$ cat config.mk
export PLATFORM = sky130hd
export DESIGN_NAME = chsel_top
export DESIGN_NICKNAME = d
export VERILOG_FILES = /design/src/rtl/chsel_pkg.sv /design/src/rtl/chsel_line_sync.sv /design/src/rtl/chsel_tgt_fsm.sv /design/src/rtl/chsel_ctrl_reg.sv /design/src/rtl/chsel_irq_merge.sv /design/src/rtl/chsel_top.sv
export SDC_FILE = /design/constraint.sdc
export NUM_CORES = 1
export LEC_CHECK = 0
export BUFFER_PORTS_ARGS = -buffer_cell sky130_fd_sc_hd__buf_2
export CAP_MARGIN = 20
export CORE_MARGIN = 8
export CORE_UTILIZATION = 35
export DETAILED_ROUTE_END_ITERATION = 8
export PLACE_DENSITY = 0.62
export SYNTH_ARGS = -nofsm -noshare
export SYNTH_HDL_FRONTEND = slang
export SYNTH_SLANG_ARGS = --single-unit
$ cat constraint.sdc
create_clock -name clk_i -period 1.9 [get_ports clk_i]
set_input_delay 0 -clock clk_i [delete_from_list [all_inputs] [get_ports clk_i]]
set_output_delay 0 -clock clk_i [all_outputs]
set_load 0.03 [all_outputs]
$ cat src/rtl/chsel_pkg.sv
package chsel_pkg;

  localparam int unsigned CH_COUNT   = 4;
  localparam int unsigned BYTE_W     = 8;
  localparam int unsigned STRAP_W    = 2;
  localparam int unsigned ADDR_W     = 7;
  localparam int unsigned FIXED_W    = ADDR_W - STRAP_W;
  localparam logic [FIXED_W-1:0] ADDR_FIXED = 5'b11100;

  typedef enum logic [2:0] {
    ST_IDLE,
    ST_ADDR,
    ST_AACK,
    ST_WDATA,
    ST_WACK,
    ST_RDATA,
    ST_RACK,
    ST_SKIP
  } tgt_st_e;

  // full 7-bit target address for a given strap value
  function automatic logic [ADDR_W-1:0] tgt_addr(input logic [STRAP_W-1:0] strap);
    return {ADDR_FIXED, strap};
  endfunction

  // true when the received address byte (addr + r/w) names this target
  function automatic logic addr_hit(input logic [BYTE_W-1:0] addr_byte,
                                    input logic [STRAP_W-1:0] strap);
    return addr_byte[BYTE_W-1:1] == tgt_addr(strap);
  endfunction

  // byte returned on a read: asserted interrupts above, enables below
  function automatic logic [BYTE_W-1:0] status_byte(input logic [CH_COUNT-1:0] irq_act,
                                                    input logic [CH_COUNT-1:0] en);
    return {irq_act, en};
  endfunction

endpackage

$ cat src/rtl/chsel_line_sync.sv
module chsel_line_sync #(
  parameter int unsigned STAGES = 2
) (
  input  logic clk_i,
  input  logic rst_ni,
  input  logic scl_i,
  input  logic sda_i,
  output logic sda_o,
  output logic scl_rise_o,
  output logic scl_fall_o,
  output logic start_o,
  output logic stop_o
);

  logic [STAGES-1:0] scl_pipe;
  logic [STAGES-1:0] sda_pipe;
  logic              scl_prev;
  logic              sda_prev;
  logic              scl_now;
  logic              sda_now;

  // idle bus is high, so the synchronizers reset to 1
  always_ff @(posedge clk_i or negedge rst_ni) begin
    if (!rst_ni) begin
      scl_pipe <= '1;
      sda_pipe <= '1;
      scl_prev <= 1'b1;
      sda_prev <= 1'b1;
    end else begin
      scl_pipe <= {scl_pipe[STAGES-2:0], scl_i};
      sda_pipe <= {sda_pipe[STAGES-2:0], sda_i};
      scl_prev <= scl_pipe[STAGES-1];
      sda_prev <= sda_pipe[STAGES-1];
    end
  end

  assign scl_now    = scl_pipe[STAGES-1];
  assign sda_now    = sda_pipe[STAGES-1];
  assign sda_o      = sda_now;
  assign scl_rise_o = scl_now & ~scl_prev;
  assign scl_fall_o = ~scl_now & scl_prev;
  // SDA moving while SCL stays high marks a bus condition
  assign start_o    = scl_now & scl_prev & sda_prev & ~sda_now;
  assign stop_o     = scl_now & scl_prev & ~sda_prev & sda_now;

endmodule

$ cat src/rtl/chsel_tgt_fsm.sv
module chsel_tgt_fsm
  import chsel_pkg::*;
#(
  parameter int unsigned NCH = CH_COUNT
) (
  input  logic               clk_i,
  input  logic               rst_ni,
  input  logic               sda_i,
  input  logic               scl_rise_i,
  input  logic               scl_fall_i,
  input  logic               start_i,
  input  logic               stop_i,
  input  logic [STRAP_W-1:0] strap_i,
  input  logic [BYTE_W-1:0]  rd_byte_i,
  output logic               sda_oe_o,
  output logic               commit_o,
  output logic [NCH-1:0]     commit_data_o,
  output logic [BYTE_W-1:0]  shreg_o,
  output logic               in_aack_o,
  output logic               in_slot_o,
  output logic               in_idle_o
);

  localparam int unsigned CNT_W = $clog2(BYTE_W);
  localparam logic [CNT_W-1:0] LAST_BIT = CNT_W'(BYTE_W - 1);

  tgt_st_e             st;
  logic [CNT_W-1:0]    bitcnt;
  logic [BYTE_W-1:0]   shreg;
  logic [BYTE_W-1:0]   rd_sh;
  logic                oe;
  logic                phase;
  logic                rw;
  logic                pend_v;
  logic [NCH-1:0]      pend_d;
  logic [BYTE_W-1:0]   shifted;

  assign shifted = {shreg[BYTE_W-2:0], sda_i};

  always_ff @(posedge clk_i or negedge rst_ni) begin
    if (!rst_ni) begin
      st     <= ST_IDLE;
      bitcnt <= '0;
      shreg  <= '0;
      rd_sh  <= '0;
      oe     <= 1'b0;
      phase  <= 1'b0;
      rw     <= 1'b0;
      pend_v <= 1'b0;
      pend_d <= '0;
    end else if (start_i) begin
      st     <= ST_ADDR;
      bitcnt <= '0;
      oe     <= 1'b0;
      phase  <= 1'b0;
      pend_v <= 1'b0;
    end else if (stop_i) begin
      st     <= ST_IDLE;
      oe     <= 1'b0;
      phase  <= 1'b0;
      pend_v <= 1'b0;
    end else begin
      unique case (st)
        ST_ADDR: if (scl_rise_i) begin
          shreg  <= shifted;
          bitcnt <= bitcnt + 1'b1;
          if (bitcnt == LAST_BIT) begin
            if (addr_hit(shifted, strap_i)) begin
              st <= ST_AACK;
              rw <= sda_i;
            end else begin
              st <= ST_SKIP;
            end
          end
        end
        ST_AACK: if (scl_fall_i) begin
          if (!phase) begin
            phase <= 1'b1;
            oe    <= 1'b1;
          end else begin
            phase  <= 1'b0;
            bitcnt <= '0;
            if (rw) begin
              st    <= ST_RDATA;
              rd_sh <= rd_byte_i;
              oe    <= ~rd_byte_i[BYTE_W-1];
            end else begin
              st <= ST_WDATA;
              oe <= 1'b0;
            end
          end
        end
        ST_WDATA: if (scl_rise_i) begin
          shreg  <= shifted;
          bitcnt <= bitcnt + 1'b1;
          if (bitcnt == LAST_BIT) begin
            st     <= ST_WACK;
            pend_v <= 1'b1;
            pend_d <= shifted[NCH-1:0];
          end
        end
        ST_WACK: if (scl_fall_i) begin
          if (!phase) begin
            phase <= 1'b1;
            oe    <= 1'b1;
          end else begin
            phase <= 1'b0;
            oe    <= 1'b0;
            st    <= ST_SKIP;
          end
        end
        ST_RDATA: begin
          if (scl_rise_i) begin
            bitcnt <= bitcnt + 1'b1;
            if (bitcnt == LAST_BIT) st <= ST_RACK;
          end else if (scl_fall_i) begin
            rd_sh <= {rd_sh[BYTE_W-2:0], 1'b0};
            oe    <= ~rd_sh[BYTE_W-2];
          end
        end
        ST_RACK: if (scl_fall_i) begin
          oe <= 1'b0;
          st <= ST_SKIP;
        end
        default: ;
      endcase
    end
  end

  assign sda_oe_o      = oe;
  assign commit_o      = stop_i & pend_v;
  assign commit_data_o = pend_d;
  assign shreg_o       = shreg;
  assign in_aack_o     = (st == ST_AACK);
  assign in_slot_o     = (st == ST_AACK) | (st == ST_WACK) |
                         (st == ST_RDATA) | (st == ST_RACK);
  assign in_idle_o     = (st == ST_IDLE);

endmodule

$ cat src/rtl/chsel_ctrl_reg.sv
module chsel_ctrl_reg #(
  parameter int unsigned NCH = 4
) (
  input  logic           clk_i,
  input  logic           rst_ni,
  input  logic           commit_i,
  input  logic [NCH-1:0] data_i,
  output logic [NCH-1:0] en_o
);

  always_ff @(posedge clk_i or negedge rst_ni) begin
    if (!rst_ni)       en_o <= '0;
    else if (commit_i) en_o <= data_i;
  end

endmodule

$ cat src/rtl/chsel_irq_merge.sv
module chsel_irq_merge #(
  parameter int unsigned NCH = 4
) (
  input  logic [NCH-1:0] irq_ni,
  output logic [NCH-1:0] irq_act_o,
  output logic           irq_no
);

  for (genvar g = 0; g < NCH; g++) begin : g_ch
    assign irq_act_o[g] = ~irq_ni[g];
  end

  // wired-AND of the active-low requests
  assign irq_no = ~(|irq_act_o);

endmodule

$ cat src/rtl/chsel_top.sv
module chsel_top
  import chsel_pkg::*;
#(
  parameter int unsigned SYNC_STAGES = 2
) (
  input  logic                clk_i,
  input  logic                por_ni,
  input  logic                ext_rst_ni,
  input  logic [STRAP_W-1:0]  strap_i,
  input  logic                scl_i,
  input  logic                sda_i,
  output logic                sda_oe_o,
  input  logic [CH_COUNT-1:0] irq_ni,
  output logic                irq_no,
  output logic [CH_COUNT-1:0] chan_en_o
);

  logic                rst_n;
  logic                sda_s;
  logic                scl_rise;
  logic                scl_fall;
  logic                start_evt;
  logic                stop_evt;
  logic                commit;
  logic [CH_COUNT-1:0] commit_data;
  logic [CH_COUNT-1:0] irq_act;
  logic [BYTE_W-1:0]   rd_byte;
  logic [BYTE_W-1:0]   rx_shreg;
  logic                in_aack;
  logic                in_slot;
  logic                in_idle;

  assign rst_n   = por_ni & ext_rst_ni;
  assign rd_byte = status_byte(irq_act, chan_en_o);

  chsel_line_sync #(.STAGES(SYNC_STAGES)) u_sync (
    .clk_i      (clk_i),
    .rst_ni     (rst_n),
    .scl_i      (scl_i),
    .sda_i      (sda_i),
    .sda_o      (sda_s),
    .scl_rise_o (scl_rise),
    .scl_fall_o (scl_fall),
    .start_o    (start_evt),
    .stop_o     (stop_evt)
  );

  chsel_tgt_fsm #(.NCH(CH_COUNT)) u_fsm (
    .clk_i         (clk_i),
    .rst_ni        (rst_n),
    .sda_i         (sda_s),
    .scl_rise_i    (scl_rise),
    .scl_fall_i    (scl_fall),
    .start_i       (start_evt),
    .stop_i        (stop_evt),
    .strap_i       (strap_i),
    .rd_byte_i     (rd_byte),
    .sda_oe_o      (sda_oe_o),
    .commit_o      (commit),
    .commit_data_o (commit_data),
    .shreg_o       (rx_shreg),
    .in_aack_o     (in_aack),
    .in_slot_o     (in_slot),
    .in_idle_o     (in_idle)
  );

  chsel_ctrl_reg #(.NCH(CH_COUNT)) u_reg (
    .clk_i    (clk_i),
    .rst_ni   (rst_n),
    .commit_i (commit),
    .data_i   (commit_data),
    .en_o     (chan_en_o)
  );

  chsel_irq_merge #(.NCH(CH_COUNT)) u_irq (
    .irq_ni    (irq_ni),
    .irq_act_o (irq_act),
    .irq_no    (irq_no)
  );

endmodule

==> metrics.txt, run 1 <==
required time reported for the critical path endpoint=between 2 and 2.5 ns; total number of vias=1262; Post-Synthesis Cells=158; Post-Route Setup TNS=0 ns; count of antenna diodes in the layout=0; clock tree from TritonCTS=done; pin slew with the least headroom to its limit=0.477 ns; Area Growth Syn to Fin=17.0%; standard cell with the maximum stage delay on the critical path=sky130_fd_sc_hd__dfrtp_1; startpoint of the worst-slack reg-to-reg timing path=u_fsm.bitcnt[0]; pins over their slew limit=0; path class of the lowest-slack min-delay path=in -> reg; clock latency reported for the late side of the worst-skew pair=0.29 ns; Most used DFF post-synth=sky130_fd_sc_hd__dfrtp_1; cells traversed along the worst timing path=ha_1 -> ha_1 -> and4b_1 -> a32o_1 -> or2_4 -> mux2_4; share of synthesized registers carrying an async set or reset=100%; total iterations of the first detailed-routing run=4; met2 routed WL=around 1600 um; type of origin of the critical path=flop; total nets after synthesis=171; status=finished clean; time the final worst path needs with I/O delays and setup=1.81 ns; Remaining Overflow, GRT=0; clock root buffer=sky130_fd_sc_hd__clkbuf_8; Final Cycle Share=95.2%; Setup Crit Path Kind=reg -> reg; final wirelength=3450 um; most numerous cell on the critical path=sky130_fd_sc_hd__ha_1; placed wire-length estimate after detailed placement=approximately 2500 um; share of the core filled with cells in the final layout=roughly 41%; CP Capture Type=flop; cells on worst reg2reg path=6; Cells on Worst Hold Path=3; Filler Cells Inserted=507; number of antenna violations at the first check in global routing=0; setup slack of the most critical reg-to-reg path=0.09 ns; WP buf/inv=0; number of buffers between clock root and the deepest sink=2; horizontal extent of the die=89.7 um; Total Die Area=8040 sq um; number of buffers added by the clock tree synthesis step=5; Max Cap Viol=0; count of yosys warnings during synthesis=0; DR WL met3=approximately 190 um; Endpoint, Worst Hold=u_fsm.rd_sh[4]; count of unique library cells instantiated by Yosys=between 40 and 50; hold path startpoint=irq_ni[0]; flip-flop and latch count after synthesis=38; Slew Limit Headroom=68.2%; kind of cell adding the most delay to the critical path=simple AND/OR/NAND/NOR gates; Row Count=27; register clock-pin slew on the reported worst setup and hold paths=0.08 ns; maximum level of the CTS H-tree=2; total power consumption of the routed design=2.41 mW; per-cell via count in the routed design=4.87; Data arrival, critical path=just under 2 ns; total setup violations reported at the end of the flow=0; post-synthesis sequential area ratio=approximately half; Port-buffer cells=16; number of top-level pins=17; number of enable-type register cells in the synthesized netlist=0; highest attainable clock frequency=roughly 0.55 GHz; DRC=0; highest metal layer used by the detailed router=met4; global-route wire length before repair=roughly 6000 um; Layout Skew=0.00925 ns; largest voltage drop on the vdd net=~0.0004 V; power per cell area=1080 nW/um^2; non-filler cells, final=259; Inst Count DP=247; RSZ-0062 raised after global routing=false; total routed wire length on the met1 layer=about 1600 um; number of buffers inserted to repair setup after CTS=0; pin count of the biggest net entering global routing=39; area inside the core boundary=5370 sq um; net total in the final layout=199; Post-Synthesis Mean Instance Area=12.0 sq um; ANT nets after route=0; LEAKAGE=1.04 nW; average wire length per cell after detail routing=between 10 and 15 um; largest fanout on the critical path=3; initial standard-cell utilization of the core=between 30% and 40%; reg-to-reg critical path endpoint=u_fsm.st[0]; number of clock sinks seen by CTS=38; delay contributed by the slowest stage of the critical path=~0.38 ns; Syn Std Cell Area=1900 sq um; overall track demand over capacity in global routing=9.85%; global placer's final weighted congestion=0.813; Sequential Area=about 960 sq um; vias in the first global route=1314; ratio of cells with drive above 1 in the final layout=just over 40%; Hold Violations, Final=0; die height=89.7 um; First DRT Iteration DRCs=70; area used by multi-input combinational logic=865 sq um; number of resized instances in the post-cts repair step=0
[power breakdown]
group,internal [mW],total (mW),switching (mW)
registers,0.941,1.06,0.121
logic,0.397,0.772,0.375
clock network,0.292,0.576,0.284
[logic make-up after synthesis]
logic type	synth area share, %
and+or+nand+nor	14.2
DFF	50.5
muxes	18.2
AOI/OAI and AO/OA	9.35
buffers and inverters	4.08
xor gates and xnor gates	2.31
adders and majority gates	1.32
[metrics by stage]
stage	hold slack (ns)	setup WS (ns)	area [sq um]
after floorplan	0.00448	0.140	1900
after global placement	0.107	0.108	2090
after detailed placement	0.108	0.0829	2090
after CTS	0.0819	0.0780	2220
after global routing	0.107	0.0120	2220
final	0.0928	0.0910	2220
[per-layer routing]
layer	vias up	track usage [%]
li1	616	-
met1	609	11.4
met2	30	16.2
met3	7	2.46
met4	0	5.59
met5	-	0
[synthesized netlist by cell type (2+ instances only)]
library cell                n  area [sq um]
sky130_fd_sc_hd__dfrtp_1   32           801
sky130_fd_sc_hd__mux2_2    25           282
sky130_fd_sc_hd__nand2_1   10          37.5
sky130_fd_sc_hd__nor2_1    10          37.5
sky130_fd_sc_hd__inv_1      7          26.3
sky130_fd_sc_hd__dfstp_2    6           158
sky130_fd_sc_hd__a21oi_1    5          25.0
sky130_fd_sc_hd__buf_2      5          25.0
sky130_fd_sc_hd__mux2i_1    5          50.1
sky130_fd_sc_hd__and2_1     3          18.8
sky130_fd_sc_hd__o21ai_0    3          15.0
sky130_fd_sc_hd__xor2_1     3          26.3
sky130_fd_sc_hd__and3_1     2          12.5
sky130_fd_sc_hd__buf_4      2          15.0
sky130_fd_sc_hd__ha_1       2          25.0
sky130_fd_sc_hd__nand2b_1   2          12.5
sky130_fd_sc_hd__nand3_1    2          10.0
sky130_fd_sc_hd__nand3b_1   2          15.0
sky130_fd_sc_hd__xnor2_1    2          17.5
[worst max-delay path by stage]
stage	startpoint	to	slack [ns]	depth (start not counted)
global route	u_fsm.bitcnt[0]	u_fsm.st[0]	0.01	6
detailed placement	u_fsm.bitcnt[0]	u_fsm.st[0]	0.08	6
finish	u_fsm.bitcnt[0]	u_fsm.st[0]	0.09	6
global placement	u_fsm.bitcnt[0]	u_fsm.st[0]	0.11	6
floorplan	u_fsm.bitcnt[0]	u_fsm.st[0]	0.14	6
CTS	u_fsm.bitcnt[0]	u_fsm.st[0]	0.08	6
[sequential cells by signal (all words and copies together), names as in the netlist]
register	cells
u_fsm.rd_sh	7
u_fsm.shreg_o	7
u_fsm.commit_data_o	4
u_reg.en_o	4
u_fsm.bitcnt	3
u_fsm.st	3
u_sync.scl_pipe	2
u_sync.sda_pipe	2
u_fsm.pend_v	1
u_fsm.phase	1
u_fsm.rw	1
u_fsm.sda_oe_o	1
u_sync.scl_prev	1
u_sync.sda_prev	1
[worst reg2reg max path: stages, from the launching register on]
cell and delay (ns):
sky130_fd_sc_hd__dfrtp_1 0.38, sky130_fd_sc_hd__ha_1 0.20, sky130_fd_sc_hd__ha_1 0.17, sky130_fd_sc_hd__and4b_1 0.20
sky130_fd_sc_hd__a32o_1 0.22, sky130_fd_sc_hd__or2_4 0.25, sky130_fd_sc_hd__mux2_4 0.29
[timing repair]
| action | 4_1_cts | 5_1_grt |
|---|---|---|
| endpoints found under the setup margin | 0 | 0 |
| hold endpoints to repair | 34 | 0 |
| hold buffers | 4 | 0 |
[layout make-up]
cell class,count,area share (%)
sequential,38,43.1
multi-input combinational,105,38.9
tap,72,4.05
clock inverter,2,0.563
clock buffer,6,3.72
timing repair buffer,29,8.45
inverter,7,1.18
[placed cells by master, fill, tap and decap left out, drive strengths merged, types with 2 or more instances in the layout]
master       Yosys  final
nor2            10     10
nand3            2      2
and3             2      2
nand2b           2      2
xor2             3      3
inv              7      7
ha               2      2
mux2i            5      5
clkbuf           0      6
nor3             2      2
a21oi            6      6
dfstp            6      6
xnor2            2      2
o21ai            4      4
buf              8     25
mux2            26     26
nand3b           3      3
nand2           11     11
dfrtp           32     32
and2             3      3
dlygate4sd3      0      4
Note: power is estimated with default switching activity, not from simulation.
==> run 2: changes to the inputs <==
--- a/config.mk
+++ b/config.mk
@@ -8,9 +8,9 @@
 export BUFFER_PORTS_ARGS = -buffer_cell sky130_fd_sc_hd__buf_2
 export CAP_MARGIN = 20
 export CORE_MARGIN = 8
-export CORE_UTILIZATION = 35
+export CORE_UTILIZATION = 36
 export DETAILED_ROUTE_END_ITERATION = 8
-export PLACE_DENSITY = 0.62
+export PLACE_DENSITY = 0.63
 export SYNTH_ARGS = -nofsm -noshare
 export SYNTH_HDL_FRONTEND = slang
 export SYNTH_SLANG_ARGS = --single-unit
==> run 2 against run 1 <==
Sequential power barely moved. Total power increased by 1.3%. Routed wire length grew 2.1%. Setup slack worse by 0.025 ns. Via count stayed put. First-iteration DRC count down 29%. Largest cell class unchanged. Highest routed layer unchanged.
==> metrics.txt, run 2 (same netlist as run 1, synthesis figures left out) <==
standard cell with the maximum stage delay on the critical path=sky130_fd_sc_hd__dfrtp_1; Filler Cells Inserted=484 (-4.5%); most numerous cell on the critical path=sky130_fd_sc_hd__ha_1; First DRT Iteration DRCs=50 (-29%); total number of vias=1262 (unchanged); count of antenna diodes in the layout=0 (unchanged); pins over their slew limit=0 (unchanged); Remaining Overflow, GRT=0 (unchanged); Inst Count DP=246 (-0.40%); initial standard-cell utilization of the core=37.2% (+1.8 points); RSZ-0062 raised after global routing=false; power per cell area=1090 nW/um^2 (+0.44%); per-cell via count in the routed design=4.87 (unchanged); most common cell after layout, fill and taps aside=sky130_fd_sc_hd__dfrtp_1; largest voltage drop on the vdd net=0.000644 V (+61%); kind of cell adding the most delay to the critical path=simple AND/OR/NAND/NOR gates; Row Count=26 (-3.7%); overall track demand over capacity in global routing=10.3% (+0.43 points); global placer's final weighted congestion=0.820 (+0.77%); Area Growth Syn to Fin=18.0%; Slew Limit Headroom=67.2% (-1.0 points); DRC=0 (unchanged); pin count of the biggest net entering global routing=15 (-62%); path class of the lowest-slack min-delay path=in -> reg; final wirelength=3520 um (+2.1%); number of buffers added by the clock tree synthesis step=5 (unchanged); register clock-pin slew on the reported worst setup and hold paths=0.08 ns (about the same); clock root buffer=sky130_fd_sc_hd__clkbuf_8; total setup violations reported at the end of the flow=0 (unchanged); Port-buffer cells=16 (unchanged); global-route wire length before repair=6310 um (+3.7%); Setup Crit Path Kind=reg -> reg; quantity of hold-fixing buffers added after cts=5 (+1); DR WL met3=105 um (-44%); number of clock sinks seen by CTS=38 (unchanged); vias in the first global route=1318 (+0.30%); cells traversed along the worst timing path=ha_1 -> ha_1 -> and4b_1 -> a32o_1 -> or2_4 -> mux2_4; Data arrival, critical path=2.02 ns (+0.03 ns); Layout Skew=0.00317 ns (-0.00608 ns); required time reported for the critical path endpoint=2.08 ns (about the same); highest attainable clock frequency=0.545 GHz (-1.3%); most frequent cells in the layout=32 x sky130_fd_sc_hd__dfrtp_1, 25 x sky130_fd_sc_hd__mux2_2, 16 x sky130_fd_sc_hd__buf_2; number of buffers between clock root and the deepest sink=2 (unchanged); average wire length per cell after detail routing=13.6 um (+2.1%); delay contributed by the slowest stage of the critical path=0.39 ns (about the same); number of top-level pins=17 (unchanged); highest metal layer used by the detailed router=met4; number of resized instances in the post-cts repair step=0 (unchanged); ratio of cells with drive above 1 in the final layout=40.7% (+0.099 points); net total in the final layout=201 (+1.0%); type of origin of the critical path=flop; die height=88.6 um (-1.1%); total routed wire length on the met1 layer=1680 um (+5.8%); area used by multi-input combinational logic=865 sq um (unchanged); number of buffers inserted to repair setup after CTS=0 (unchanged); Final Cycle Share=96.5% (+1.3 points); Sequential Area=958 sq um (unchanged); Max Cap Viol=0 (unchanged); time the final worst path needs with I/O delays and setup=1.83 ns (+0.0246 ns); area inside the core boundary=5110 sq um (-4.9%); met2 routed WL=1680 um (+4.7%); number of antenna violations at the first check in global routing=0 (unchanged); maximum level of the CTS H-tree=2 (unchanged); placed wire-length estimate after detailed placement=2610 um (+5.9%); status=finished clean; Hold Violations, Final=0 (unchanged); clock tree from TritonCTS=done; pin slew with the least headroom to its limit=0.488 ns (+0.0110 ns); Post-Route Setup TNS=0 ns (unchanged); ANT nets after route=0 (unchanged); WP buf/inv=0 (unchanged); largest fanout on the critical path=3 (unchanged); CP Capture Type=flop; horizontal extent of the die=88.6 um (-1.1%); Total Die Area=7860 sq um (-2.3%); LEAKAGE=1.05 nW (+0.89%); clock latency reported for the late side of the worst-skew pair=0.29 ns (about the same); non-filler cells, final=259 (unchanged); total iterations of the first detailed-routing run=4 (unchanged)
==> run 2: cell count changes in the layout (fill, tap and decap cells not counted) <==
| cell | delta |
|---|---|
| sky130_fd_sc_hd__inv_6 | +1 |
| sky130_fd_sc_hd__dlygate4sd3_1 | +1 |
| sky130_fd_sc_hd__clkinv_2 | -1 |
| sky130_fd_sc_hd__buf_4 | +1 |
==> run 2: metrics by stage <==
| stage | area (sq um) | hold WS (ns) | worst slack, ns | power [mW] | utilization, % |
|---|---|---|---|---|---|
| 3_3_place_gp | 2090 | 0.0481 | 0.105 | 1.85 | 41.0 |
| 5_1_grt | 2240 | 0.126 | 0.00353 | 2.61 | 43.9 |
| 2_1_floorplan | 1900 | 0.00448 | 0.140 | 1.68 | - |
| 6_report | 2240 | 0.0866 | 0.0664 | 2.44 | 43.9 |
| 3_5_place_dp | 2090 | 0.0534 | 0.0803 | 1.85 | 41.0 |
| 4_1_cts | 2240 | 0.0783 | 0.0628 | 2.47 | 43.9 |
==> run 2: area by class of cell <==
class	count	share of cell area [%]
clock inverter	2	0.726
multi-input combinational	105	38.6
tap	70	3.91
inverter	7	1.17
clock buffer	6	3.69
sequential	38	42.8
timing repair buffer	31	9.16
==> run 2: worst paths after layout <==
check	depth (start not counted)	endpoint	startpoint	slack (ns)
max	6	u_fsm.st[0]	u_fsm.bitcnt[0]	0.07
min	3	u_fsm.rd_sh[4]	irq_ni[0]	0.09
max reg2reg	6	u_fsm.st[0]	u_fsm.bitcnt[0]	0.07
min reg2reg	0	u_sync.sda_pipe[1]	u_sync.sda_pipe[0]	0.36
max in group asynchronous	4	u_fsm.shreg_o[3]	por_ni	0.64
min in group asynchronous	3	u_sync.sda_pipe[0]	ext_rst_ni	0.42
==> run 2: layer usage <==
metal / vias to the layer above / track usage [%]
li1: 618 / -
met1: 625 / 12.5
met2: 13 / 16.6
met3: 6 / 3.25
met4: 0 / 3.69
met5: - / 0
==> run 2: tightest hold or removal path: stages <==
cell	delay, ns
sky130_fd_sc_hd__buf_2	0.10
sky130_fd_sc_hd__a21oi_1	0.10
sky130_fd_sc_hd__mux2_2	0.14
==> run 2: power by group <==
part	internal, mW	switching, mW	leakage, nW
clock network	0.299	0.299	0.0478
logic	0.401	0.388	0.515
registers	0.941	0.112	0.490
==> run 3: changes to the inputs <==
--- a/config.mk
+++ b/config.mk
@@ -5,6 +5,7 @@
 export SDC_FILE = /design/constraint.sdc
 export NUM_CORES = 1
 export LEC_CHECK = 0
+export ABC_AREA = 1
 export BUFFER_PORTS_ARGS = -buffer_cell sky130_fd_sc_hd__buf_2
 export CAP_MARGIN = 20
 export CORE_MARGIN = 8
==> constraint.sdc (replaced) <==
create_clock -name clk_i -period 1.9 [get_ports clk_i]
set_input_delay 0.38 -clock clk_i [delete_from_list [all_inputs] [get_ports clk_i]]
set_output_delay 0.38 -clock clk_i [all_outputs]
set_load 0.03 [all_outputs]
==> run 3 against run 2 <==
Non-clock buffer count decreased by 13. Clock-buffer cell count unchanged. First-iteration DRC count increased to 2.9 times the previous value. Sequential power increased by 12%. Hold slack improved by 0.10 ns.
==> metrics.txt, run 3 <==
largest cells by area after synthesis=sky130_fd_sc_hd__dfrtp_1 42%, sky130_fd_sc_hd__nand2_1 17%, sky130_fd_sc_hd__dfstp_2 8.2%; most common cell after layout, fill and taps aside=sky130_fd_sc_hd__nand2_1; total iterations of the first detailed-routing run=4 (unchanged); Port-buffer cells=16 (unchanged); initial standard-cell utilization of the core=37.4% (+0.20 points); clock root buffer=sky130_fd_sc_hd__clkbuf_8; Synth top area share=41.7% (-0.49 points); count of unique library cells instantiated by Yosys=27 (-45%); library cell occupying the most area in the post-synthesis netlist=sky130_fd_sc_hd__dfrtp_1; post-synthesis sequential area ratio=49.9% (-0.59 points); total number of vias=1609 (+27%); Max Cap Viol=0 (unchanged); net total in the final layout=276 (+37%); number of buffers between clock root and the deepest sink=2 (unchanged); per-cell via count in the routed design=4.83 (-0.84%); horizontal extent of the die=89.1 um (+0.49%); quantity of hold-fixing buffers added after cts=0 (-5); clock latency reported for the late side of the worst-skew pair=0.29 ns (about the same); total setup violations reported at the end of the flow=0 (unchanged); area inside the core boundary=5140 sq um (+0.64%); required time reported for the critical path endpoint=2.08 ns (about the same); First DRT Iteration DRCs=146 (+190%); path class of the lowest-slack min-delay path=in -> reg; Post-Synthesis Mean Instance Area=7.94 sq um (-34%); placed wire-length estimate after detailed placement=2780 um (+6.6%); power per cell area=1330 nW/um^2 (+22%); number of top-level pins=17 (unchanged); Data arrival, critical path=1.88 ns (-0.14 ns); most frequent cells in the layout=87 x sky130_fd_sc_hd__nand2_1, 32 x sky130_fd_sc_hd__dfrtp_1, 24 x sky130_fd_sc_hd__inv_1, 20 x sky130_fd_sc_hd__nor2_1, 18 x sky130_fd_sc_hd__o21ai_0; DRC=0 (unchanged); final wirelength=3770 um (+7.2%); met1 Track Usage GR=13.3% (+0.82 points); ratio of cells with drive above 1 in the final layout=18.3% (-22 points); number of resized instances in the post-cts repair step=0 (unchanged); time the final worst path needs with I/O delays and setup=1.70 ns (-0.133 ns); number of clock sinks seen by CTS=38 (unchanged); clock tree from TritonCTS=done; global-route wire length before repair=6490 um (+2.8%); share of synthesized registers carrying an async set or reset=100% (unchanged); number of buffers inserted to repair setup after CTS=0 (unchanged); Row Count=26 (unchanged); die height=89.1 um (+0.49%); non-filler cells, final=333 (+29%); hold slack final=0.189 ns (+0.103 ns); flip-flop and latch count after synthesis=38 (unchanged); count of yosys warnings during synthesis=0 (unchanged); Syn Std Cell Area=1920 sq um (+1.2%); Post-Synthesis Cells=242 (+53%); Area Growth Syn to Fin=13.9%; largest voltage drop on the vdd net=0.000564 V (-12%); Total Die Area=7930 sq um (+0.97%); total nets after synthesis=255 (+49%); number of buffers added by the clock tree synthesis step=5 (unchanged); pin count of the biggest net entering global routing=39 (+24); overall track demand over capacity in global routing=10.5% (+0.25 points); global placer's final weighted congestion=0.901 (+9.9%); type of origin of the critical path=flop; maximum level of the CTS H-tree=2 (unchanged); register clock-pin slew on the reported worst setup and hold paths=0.07 ns (about the same); Post-Route Setup TNS=0 ns (unchanged); CP Capture Type=flop; Hold Violations, Final=0 (unchanged); Slew Limit Headroom=68.5% (+1.3 points); vias in the first global route=1481 (+12%); Final Cycle Share=89.5% (-7.0 points); Inst Count DP=326 (+33%); pin slew with the least headroom to its limit=0.472 ns (-0.0159 ns); met3 routing resource usage after global routing=3.40% (+0.15 points); met2 Usage GRT=16.0% (-0.54 points); count of antenna diodes in the layout=0 (unchanged); layer carrying the most global-route usage=met2; LEAKAGE=1.15 nW (+9.1%); placed instance area=2080 sq um (-0.72%); Remaining Overflow, GRT=0 (unchanged); Setup Crit Path Kind=reg -> reg; number of antenna violations at the first check in global routing=0 (unchanged); status=finished clean; final design area excluding fillers=2190 sq um (-2.3%); ANT nets after route=0 (unchanged); number of enable-type register cells in the synthesized netlist=0 (unchanged); largest fanout on the critical path=11 (+8); most used standard cell by instance count after synthesis=sky130_fd_sc_hd__nand2_1; Layout Skew=0.00552 ns (+0.00235 ns); share of the core filled with cells in the final layout=42.6% (-1.3 points); pins over their slew limit=0 (unchanged); RSZ-0062 raised after global routing=false; Post-synth top cells=87 x sky130_fd_sc_hd__nand2_1, 32 x sky130_fd_sc_hd__dfrtp_1, 24 x sky130_fd_sc_hd__inv_1; highest attainable clock frequency=0.588 GHz (+7.8%); average wire length per cell after detail routing=11.3 um (-17%); Most used DFF post-synth=sky130_fd_sc_hd__dfrtp_1
==> run 3: report_power, final <==
group	switching, mW	total (mW)	internal [mW]
sequential	0.180	1.18	0.999
combinational	0.674	1.04	0.364
clock	0.268	0.687	0.420
==> run 3: final timing paths <==
kind	cells past startpoint	to	slack, ns	from
worst max-delay path	7	u_fsm.rd_sh[5]	0.20	u_sync.sda_pipe[1]
worst min-delay path	1	u_sync.sda_pipe[0]	0.19	sda_i
worst max register to register	7	u_fsm.rd_sh[5]	0.20	u_sync.sda_pipe[1]
worst min register to register	0	u_sync.scl_pipe[1]	0.36	u_sync.scl_pipe[0]
max in group asynchronous	4	u_sync.sda_pipe[1]	1.33	por_ni
min in group asynchronous	4	u_fsm.shreg_o[2]	0.21	ext_rst_ni
==> run 3: through the flow <==
step | setup WS [ns] | total power [mW]
6_report | 0.199 | 2.90
5_1_grt | 0.0326 | 3.17
4_1_cts | 0.172 | 2.94
3_5_place_dp | 0.177 | 2.24
3_3_place_gp | 0.200 | 2.22
2_1_floorplan | 0.439 | 2.02
==> run 3: layer usage <==
metal | routed length [um] | part of all wire (%) | up-vias
met5 | 0 | 0 | -
met2 | 1670 | 44 | 52
li1 | - | - | 815
met1 | 1750 | 46 | 736
met3 | 284 | 7.5 | 6
met4 | 61 | 1.6 | 0
==> run 3: cell families (layout without fill, tap and decap cells) <==
| family | Yosys count | count (layout) | share of synthesized area, % |
|---|---|---|---|
| flip-flops | 38 | 38 | 49.9 |
| AND/OR/NAND/NOR | 133 | 133 | 29.4 |
| multiplexers | 5 | 5 | 2.93 |
| adder cells (fa/ha/maj) | 2 | 2 | 1.30 |
| AO/OA/AOI/OAI | 34 | 34 | 10.0 |
| buffers and inverters | 30 | 51 | 6.51 |
==> run 3: worst max-delay path, stage by stage (launching register included) <==
cell	delay [ns]
sky130_fd_sc_hd__dfstp_2	0.56
sky130_fd_sc_hd__inv_1	0.10
sky130_fd_sc_hd__nand4_1	0.17
sky130_fd_sc_hd__nand2_1	0.16
sky130_fd_sc_hd__nor2_2	0.22
sky130_fd_sc_hd__nand2_2	0.21
sky130_fd_sc_hd__nand2_1	0.12
sky130_fd_sc_hd__o21ai_2	0.05
==> run 3: layout make-up <==
type	count	area, sq um
Clock inverter	1	30.0
Multi-Input combinational cell	174	838
Tap cell	70	87.6
Inverter	26	97.6
Timing Repair Buffer	18	95.1
Clock buffer	6	82.6
Sequential cell	38	958
Fill cell	559	2950
